### config.mk
export PLATFORM = sky130hd
export DESIGN_NAME = nic_board_ctl
export DESIGN_NICKNAME = d
export VERILOG_FILES = /design/src/rtl/nic_board_pkg.sv /design/src/rtl/nic_ctrl_reg.sv /design/src/rtl/nic_par_capture.sv /design/src/rtl/nic_board_ctl.sv
export SDC_FILE = /design/constraint.sdc
export NUM_CORES = 1
export LEC_CHECK = 0
export BUFFER_PORTS_ARGS = -buffer_cell sky130_fd_sc_hd__buf_2
export CAP_MARGIN = 20
export CORE_ASPECT_RATIO = 0.5
export CORE_UTILIZATION = 43
export CTS_BUF_LIST = sky130_fd_sc_hd__clkbuf_8
export DETAILED_ROUTE_END_ITERATION = 7
export GPL_TIMING_DRIVEN = 1
export PLACE_DENSITY = 0.86
export RECOVER_POWER = 100
export SETUP_SLACK_MARGIN = 0.3
export SLEW_MARGIN = 0
export SYNTH_ARGS = -nofsm -noshare
export SYNTH_HDL_FRONTEND = slang
export SYNTH_SLANG_ARGS = --single-unit
### constraint.sdc
create_clock -name clk -period 1.1 [get_ports clk]
set_input_delay 0.11 -clock clk [delete_from_list [all_inputs] [get_ports clk]]
set_output_delay 0.11 -clock clk [all_outputs]
set_load 0.05 [all_outputs]
### src/rtl/nic_board_pkg.sv
package nic_board_pkg;
  localparam int REG_W = 16;
  localparam int PAR_ADDR_W = 20;
  localparam int HI_W = PAR_ADDR_W - REG_W;

  typedef enum logic [1:0] {
    SEL_STATUS = 2'd0,
    SEL_PARCTL = 2'd1,
    SEL_PARADR = 2'd2,
    SEL_NONE   = 2'd3
  } host_sel_e;

  localparam int B_RESET  = 15;
  localparam int B_ONAIR  = 14;
  localparam int B_ATTN   = 13;
  localparam int B_IEN    = 12;
  localparam int B_PIEN   = 11;
  localparam int B_PFLAG  = 9;
  localparam int B_IFLAG  = 8;
  localparam int B_P2     = 5;
  localparam int B_256K   = 4;
  localparam int B_ACK    = 8;
  localparam int B_SRC    = 7;
  localparam int B_HALF   = 6;

  localparam logic [REG_W-1:0] CTRL_MASK = 16'hF83F;
endpackage

### src/rtl/nic_ctrl_reg.sv
module nic_ctrl_reg
  import nic_board_pkg::*;
(
  input  logic             clk,
  input  logic             rst_n,
  input  logic             wr_en,
  input  logic [REG_W-1:0] wdata,
  input  logic             ctl_irq_in,
  output logic [REG_W-1:0] ctrl_q,
  output logic             int_flag
);
  always_ff @(posedge clk or negedge rst_n) begin
    if (!rst_n) ctrl_q <= '0;
    else if (wr_en) ctrl_q <= wdata & CTRL_MASK;
  end

  always_ff @(posedge clk or negedge rst_n) begin
    if (!rst_n) int_flag <= 1'b0;
    else if (ctrl_q[B_RESET]) int_flag <= 1'b0;
    else int_flag <= ctl_irq_in;
  end

  assert_flag_cleared_R3: assert property (@(posedge clk) disable iff (!rst_n)
    ctrl_q[B_RESET] |=> !int_flag);
  assert_write_no_set_R4: assert property (@(posedge clk) disable iff (!rst_n)
    (wr_en && !ctl_irq_in) |=> !int_flag);
  assert_attn_follows_R2: assert property (@(posedge clk) disable iff (!rst_n)
    wr_en |=> (ctrl_q[B_ATTN] == $past(wdata[B_ATTN])));
endmodule

### src/rtl/nic_par_capture.sv
module nic_par_capture
  import nic_board_pkg::*;
(
  input  logic                  clk,
  input  logic                  rst_n,
  input  logic                  clr,
  input  logic                  ack,
  input  logic                  err,
  input  logic [PAR_ADDR_W-1:0] err_addr,
  input  logic                  err_hi,
  input  logic                  err_src,
  output logic                  pending,
  output logic [PAR_ADDR_W-1:0] cap_addr,
  output logic                  cap_hi,
  output logic                  cap_src
);
  logic take;
  assign take = err && (!pending || ack);

  always_ff @(posedge clk or negedge rst_n) begin
    if (!rst_n) begin
      pending  <= 1'b0;
      cap_addr <= '0;
      cap_hi   <= 1'b0;
      cap_src  <= 1'b0;
    end else if (clr) begin
      pending  <= 1'b0;
      cap_addr <= '0;
      cap_hi   <= 1'b0;
      cap_src  <= 1'b0;
    end else begin
      if (take) begin
        pending  <= 1'b1;
        cap_addr <= err_addr;
        cap_hi   <= err_hi;
        cap_src  <= err_src;
      end else if (ack) begin
        pending <= 1'b0;
      end
    end
  end

  assert_frozen_R6: assert property (@(posedge clk) disable iff (!rst_n)
    (pending && !ack && !clr) |=> ($stable(cap_addr) && $stable(cap_hi) && $stable(cap_src) && pending));
  assert_error_sets_R5: assert property (@(posedge clk) disable iff (!rst_n)
    (err && !clr) |=> pending);
  assert_ack_clears_R7: assert property (@(posedge clk) disable iff (!rst_n)
    (ack && !err && !clr) |=> !pending);
  assert_clear_R3: assert property (@(posedge clk) disable iff (!rst_n)
    clr |=> (!pending && cap_addr == '0));
endmodule

### src/rtl/nic_board_ctl.sv
module nic_board_ctl
  import nic_board_pkg::*;
(
  input  logic                  clk,
  input  logic                  rst_n,
  input  logic [1:0]            host_sel,
  input  logic                  host_we,
  input  logic [REG_W-1:0]      host_wdata,
  output logic [REG_W-1:0]      host_rdata,
  input  logic                  ctl_irq_in,
  input  logic                  par_err,
  input  logic [PAR_ADDR_W-1:0] par_addr,
  input  logic                  par_hi,
  input  logic                  par_src,
  output logic                  ctl_reset,
  output logic                  ctl_attn,
  output logic                  on_air,
  output logic                  p2_en,
  output logic                  ram_256k,
  output logic [3:0]            win_base,
  output logic                  irq
);
  host_sel_e sel;
  logic [REG_W-1:0] ctrl_q;
  logic int_flag, par_flag, cap_hi, cap_src;
  logic [PAR_ADDR_W-1:0] cap_addr;
  logic wr_stat, wr_ack;

  assign sel     = host_sel_e'(host_sel);
  assign wr_stat = host_we && (sel == SEL_STATUS);
  assign wr_ack  = host_we && (sel == SEL_PARCTL) && host_wdata[B_ACK];

  nic_ctrl_reg u_ctrl (
    .clk(clk), .rst_n(rst_n), .wr_en(wr_stat), .wdata(host_wdata),
    .ctl_irq_in(ctl_irq_in), .ctrl_q(ctrl_q), .int_flag(int_flag)
  );

  nic_par_capture u_par (
    .clk(clk), .rst_n(rst_n), .clr(ctrl_q[B_RESET]), .ack(wr_ack),
    .err(par_err), .err_addr(par_addr), .err_hi(par_hi), .err_src(par_src),
    .pending(par_flag), .cap_addr(cap_addr), .cap_hi(cap_hi), .cap_src(cap_src)
  );

  always_comb begin
    host_rdata = '0;
    case (sel)
      SEL_STATUS: begin
        host_rdata = ctrl_q;
        host_rdata[B_PFLAG] = par_flag;
        host_rdata[B_IFLAG] = int_flag;
      end
      SEL_PARCTL: begin
        host_rdata[B_SRC]  = cap_src;
        host_rdata[B_HALF] = cap_hi;
        host_rdata[HI_W-1:0] = cap_addr[PAR_ADDR_W-1:REG_W];
      end
      SEL_PARADR: host_rdata = cap_addr[REG_W-1:0];
      default: host_rdata = '0;
    endcase
  end

  assign ctl_reset = !rst_n || ctrl_q[B_RESET];
  assign ctl_attn  = ctrl_q[B_ATTN];
  assign on_air    = ctrl_q[B_ONAIR];
  assign p2_en     = ctrl_q[B_P2];
  assign ram_256k  = ctrl_q[B_256K];
  assign win_base  = ctrl_q[3:0];
  assign irq       = (int_flag && ctrl_q[B_IEN]) || (par_flag && ctrl_q[B_PIEN]);

  assert_irq_gated_R8: assert property (@(posedge clk) disable iff (!rst_n)
    (!ctrl_q[B_IEN] && !ctrl_q[B_PIEN]) |-> !irq);
  assert_parity_irq_R8: assert property (@(posedge clk) disable iff (!rst_n)
    (par_flag && ctrl_q[B_PIEN]) |-> irq);
  assert_reset_out_R3: assert property (@(posedge clk) disable iff (!rst_n)
    wr_stat |=> (ctl_reset == $past(host_wdata[B_RESET])));
endmodule

==> run metrics, run 1 <==
Core ar.=3470 um2; Global Route met1 Usage=43.0%; CTS Buffer Depth=2; Top FF cell, synth=dfrtp_1; Die Span X=87.8 um; Avg Cell Area, Syn=13.3 um2; grt met2 use=51.3%; final number of setup-violating endpoints=between 50 and 60; first-pass GRT wire length=9000 um; Clock Root Buffer=clkbuf_8; CP max FO=2; cell row count=15; run status=complete, but fails checks; Final WS setup=-0.504 ns; sequential share of the synthesized area=between 50% and 60%; synthesized area=1580 um2; Crit Path Category=flip-flop to output port; most common cell after layout, fill and taps aside=buf_2; Crit path largest cell delay=0.41 ns; final hold violations=0; cts bufs inserted=5; TritonCTS clock tree=yes; layout cell share with drive strength beyond 1=72.4%; initial drt markers=150; gr busiest metal=met2; Mapped Cells=119; fin crit period=1.60 ns; Worst path top cell family by delay=flip-flops; CP Cell Sequence=a222oi_1 -> buf_4 -> nor2_4 -> buf_6; port bufs=66; Peak Freq=0.623 GHz; CP startpoint kind=flip-flop; largest net degree at the start of global routing=36; initial core utilization=45.5%; # diodes=0; Placer Congestion=0.756; vias in the first global route=~1600; relative max-transition margin=a little over two fifths; GRT Residual Overflow=0; die footprint=3940 um2; #FFs+latches synth=35; clk_lat worst skew=0.31 ns; worst vdd ir=0.989 mV; syn nets=168; DPL Wire Length=2860 um; post-synthesis async set-or-reset flop share=100%; slowest CP cell=dfrtp_1; Worst Hold Slack=0.0423 ns; Final period util=146%; Via density=approximately 6.0; number of synthesized flops with an enable pin=0; warnings from Yosys=0; RSZ-0062 raised after global routing=yes; post-place setup slack=-0.250 ns; synth unique cells=22; Worst EP required=0.99 ns; initial antenna violation count=0; max-slew violation count=0; Leak=about 0.0015 uW; antenna-violating nets left=0; TritonCTS Sinks=35; Ports=71; vias=1682; most frequent cells in the layout=buf_2 (37), dfrtp_1 (31), buf_6 (27); H-Tree Depth=2; DRT Pass-1 Iters=6; Crit. End Element=output port; PwrDens=approximately 1600 nW/um2; WL final=7120 um; failing checks=negative setup slack; HP Class=input port to flip-flop; Die Y=roughly 45 um; Area Overhead vs Synth=86.7%; gr usage total=32.6%; Worst-Margin Slew=0.846 ns; Worst Path Arrival=1.49 ns; DR WL/cell=25.5 um; Max-Cap Viols=0; Fin Clk Skew=~0.018 ns; worst path buffer plus inverter count=2; clock slew at reported path FFs=0.09 ns; fin nets=around 280; grt met3 use=8.78%; DR DRC count=0
## sequential cells by signal (all words and copies together), names as in the netlist
| register | flops |
|---|---|
| u_par.cap_src | 1 |
| u_ctrl.int_flag | 1 |
| u_par.cap_hi | 1 |
| u_par.pending | 1 |
| u_par.cap_addr | 20 |
| u_ctrl.ctrl_q | 11 |
## cell usage after synthesis, types with 2 or more instances
master     n  area, um2
a222oi_1   4       40.0
a22o_1    30        263
a22o_2     2       20.0
a22oi_1    2       15.0
buf_2      3       15.0
buf_4      4       30.0
buf_6      2       22.5
clkbuf_1   3       11.3
dfrtp_1   35        876
ha_1       4       50.1
inv_1      2       7.51
mux2_2    11        124
nor2_1     5       18.8
nor2b_1    4       25.0
## metrics by stage
stage          cell area, um2  cells  utilization (%)  setup TNS (ns)  power, uW
4_1_cts                  2830    266             81.4           -5.68       4410
3_3_place_gp             2260    242             65.2           -8.29       3020
6_report                 2950    279             85.0          -10.97       4830
2_1_floorplan            1850    119                -          -0.623       2700
5_1_grt                  2950    279             85.0          -11.54       4950
3_5_place_dp             2260    242             65.2           -9.08       3050
## report_power, final
part           internal [uW]  leakage (uW)  switching, uW
Clock                    427     0.0000505            508
Sequential              1500      0.000446            207
Combinational           1070       0.00100           1110
Total                   3000       0.00150           1830
## timing repair
action	CTS	global route
pin swaps	20	6
gates resized for setup	96	25
cloned	5	1
setup buffers	11	12
endpoints found under the hold margin	35	35
setup endpoints to repair	60	61
## worst paths after layout
path | from | endpoint | slack [ns] | depth (start not counted)
max | u_par.cap_addr[18] | host_rdata[2] | -0.50 | 4
min | host_wdata[14] | u_ctrl.ctrl_q[14] | 0.04 | 2
max reg2reg | u_par.pending | u_par.cap_addr[5] | -0.30 | 6
min reg2reg | u_par.cap_addr[7] | u_par.cap_addr[7] | 0.52 | 1
max in group asynchronous | rst_n | u_ctrl.ctrl_q[4] | 0.30 | 2
min in group asynchronous | rst_n | u_par.cap_addr[12] | 0.20 | 2
## cells by family (layout without fill, tap and decap cells)
kind of cell               Yosys count  count (layout)  synth area share (%)
adders and majority gates            4               4                  3.16
and+or+nand+nor                     15              15                  5.46
muxes                               11              11                  7.83
DFF                                 35              35                  55.4
buffers and inverters               14             120                  5.46
AOI/OAI and AO/OA                   40              43                  22.7
## metal layers
layer  vias up  routed length, um
met5         -                  0
met4         0                344
met3        38                794
met2       157               3220
met1       815               2760
li1        672                  -
## worst register-to-register path, cell delays in order (launching register included)
cell and delay (ns):
dfrtp_1 0.42, buf_6 0.14, nor2b_4 0.19, nor3_4 0.07, buf_4 0.14, buf_6 0.13, a22o_1 0.20
## area by class of cell
| type | instances | area (um2) |
|---|---|---|
| clock buffer | 5 | 68.8 |
| sequential | 35 | 881 |
| clock inverter | 3 | 12.5 |
| inverter | 2 | 32.5 |
| timing repair buffer | 110 | 986 |
| tap | 51 | 63.8 |
| multi-input combinational | 73 | 908 |
| fill | 143 | 519 |
Note: power is estimated with default switching activity, not from simulation.
==> inputs of run 2 (changes only) <==
--- a/config.mk
+++ b/config.mk
@@ -7,8 +7,10 @@
 export LEC_CHECK = 0
 export BUFFER_PORTS_ARGS = -buffer_cell sky130_fd_sc_hd__buf_2
 export CAP_MARGIN = 20
+export CELL_PAD_IN_SITES_DETAIL_PLACEMENT = 1
+export CELL_PAD_IN_SITES_GLOBAL_PLACEMENT = 1
 export CORE_ASPECT_RATIO = 0.5
-export CORE_UTILIZATION = 43
+export CORE_UTILIZATION = 33
 export CTS_BUF_LIST = sky130_fd_sc_hd__clkbuf_8
 export DETAILED_ROUTE_END_ITERATION = 7
 export GPL_TIMING_DRIVEN = 1
==> run 2 against run 1 <==
The flow still finishes with violations (negative setup slack). Register-to-register slack gained 0.08 ns. Clock skew shrank 0.0067 ns. Combinational power grew 5%. Sequential share of layout area shrank 0.75 points. Critical path type unchanged. Critical endpoint unchanged. Largest cell class unchanged.
==> run metrics, run 2 (synthesis results as in run 1) <==
layout cell share with drive strength beyond 1=73.4%; Die Span X=99.9 um; initial drt markers=110; fin crit period=1.49 ns; relative max-transition margin=approximately two fifths; Area after DPL=2310 um2; Final Util=67.2%; largest net degree at the start of global routing=36; die footprint=5090 um2; Area Overhead vs Synth=91.5%; Reg area=881 um2; CP max FO=2; fill cell count=~470; DPL Wire Length=3680 um; worst r2r path cells=5; gr usage total=30.6%; most frequent cells in the layout=buf_2 (37), dfrtp_1 (31), buf_6 (30); # diodes=0; TritonCTS clock tree=yes; Ports=71; WL final=8210 um; run status=complete, but fails checks; TritonCTS Sinks=35; Die Y=51.0 um; origin of the critical flop-to-flop path=u_par.pending; initial antenna violation count=0; cts bufs inserted=5; final setup TNS=-7.70 ns; Largest regs=u_par.cap_addr x20, u_ctrl.ctrl_q x11; area of the multi-input gates=918 um2; post-place setup slack=-0.275 ns; Pwr Total=5180 uW; initial core utilization=35.1%; Fin Clk Skew=~0.012 ns; Crit path largest cell delay=0.40 ns; final hold violations=0; Via density=5.42; Worst-Margin Slew=0.893 ns; most common cell after layout, fill and taps aside=buf_2; DR DRC count=0; H-Tree Depth=2; Leak=0.00150 uW; CP Cell Sequence=a222oi_1 -> buf_4 -> nor2_4 -> buf_6; CP startpoint kind=flip-flop; cell row count=17; DR WL/cell=27.5 um; vias=about 1600; failing checks=negative setup slack; Crit Path Category=flip-flop to output port; RSZ-0062 raised after global routing=yes; Final WS setup=-0.389 ns; worst vdd ir=1.05 mV; Final period util=135%; fin area=3030 um2; WHS Path Cells=2; fin nets=281; first-pass GRT wire length=between 10000 and 15000 um; Clock Root Buffer=clkbuf_8; Worst EP required=0.99 ns; DRT Pass-1 Iters=4; Most flops, register=u_par.cap_addr; Core ar.=around 4500 um2; Placer Congestion=between 0.7 and 0.8; Reg-to-Reg End=u_par.cap_addr[4]; Max-Cap Viols=0; vias in the first global route=about 1700; max-slew violation count=0; antenna-violating nets left=0; PwrDens=1710 nW/um2; setup slack, reg-to-reg=-0.22 ns; final number of setup-violating endpoints=between 40 and 50; CTS Buffer Depth=2; clk_lat worst skew=roughly 0.30 ns; Largest register FFs=20; Crit. End Element=output port; GRT Residual Overflow=0; worst hold endpoint=u_par.cap_addr[3]; Worst Path Arrival=1.38 ns; min-delay src=par_addr[3]; slowest CP cell=dfrtp_1; Peak Freq=0.672 GHz; clock slew at reported path FFs=about 0.080 ns; HP Class=input port to flip-flop; port bufs=66
## run 2: area by class of cell
class	instances	share of cell area, %
well taps	66	2.73
multi-input cells	73	30.3
inverters	2	0.909
clock buffers	5	2.27
flip-flops and latches	35	29.1
clock inverters	3	1.45
repair buffers	115	33.3
## run 2: worst max-delay path by stage
stage                            start                end  slack, ns  cells after the start
finish              u_par.cap_addr[18]      host_rdata[2]      -0.39                      4
global route        u_par.cap_addr[18]      host_rdata[2]      -0.44                      4
CTS                 u_par.cap_addr[18]      host_rdata[2]      -0.39                      4
detailed placement         host_sel[1]  u_par.cap_addr[5]      -0.27                      7
global placement           host_sel[1]      host_rdata[2]      -0.26                      7
floorplan                  host_sel[1]      host_rdata[2]      -0.05                      5
## run 2: what timing repair did
item	CTS	global route
pin swaps	22	8
resized for setup	103	21
buffers inserted	13	12
hold endpoints to repair	35	35
setup endpoints to repair	61	61
gates cloned	3	2
## run 2: critical path, delay by kind of cell (launching register included)
kind / cells / cell delay (ns)
AND/OR/NAND/NOR: 1 / 0.03
buffers and inverters: 2 / 0.33
AO/OA/AOI/OAI: 1 / 0.33
flip-flops: 1 / 0.40
## run 2: power breakdown
| group | total (uW) | switching, uW | internal [uW] |
|---|---|---|---|
| logic | 2290 | 1160 | 1130 |
| clock network | 1200 | 520 | 675 |
| registers | 1700 | 200 | 1500 |
## run 2: stage by stage
stage          std cells  hold slack, ns
5_1_grt              299          0.0453
6_report             299          0.0459
2_1_floorplan        119          -0.186
3_5_place_dp         261           0.263
4_1_cts              285         -0.0627
3_3_place_gp         261           0.256
## run 2: layer usage
layer	global-route usage (%)	vias up	wire, um
met3	4.92	14	331
met5	0	-	0
li1	-	683	-
met1	40.7	864	3720
met4	7.35	0	171
met2	52.9	61	3980
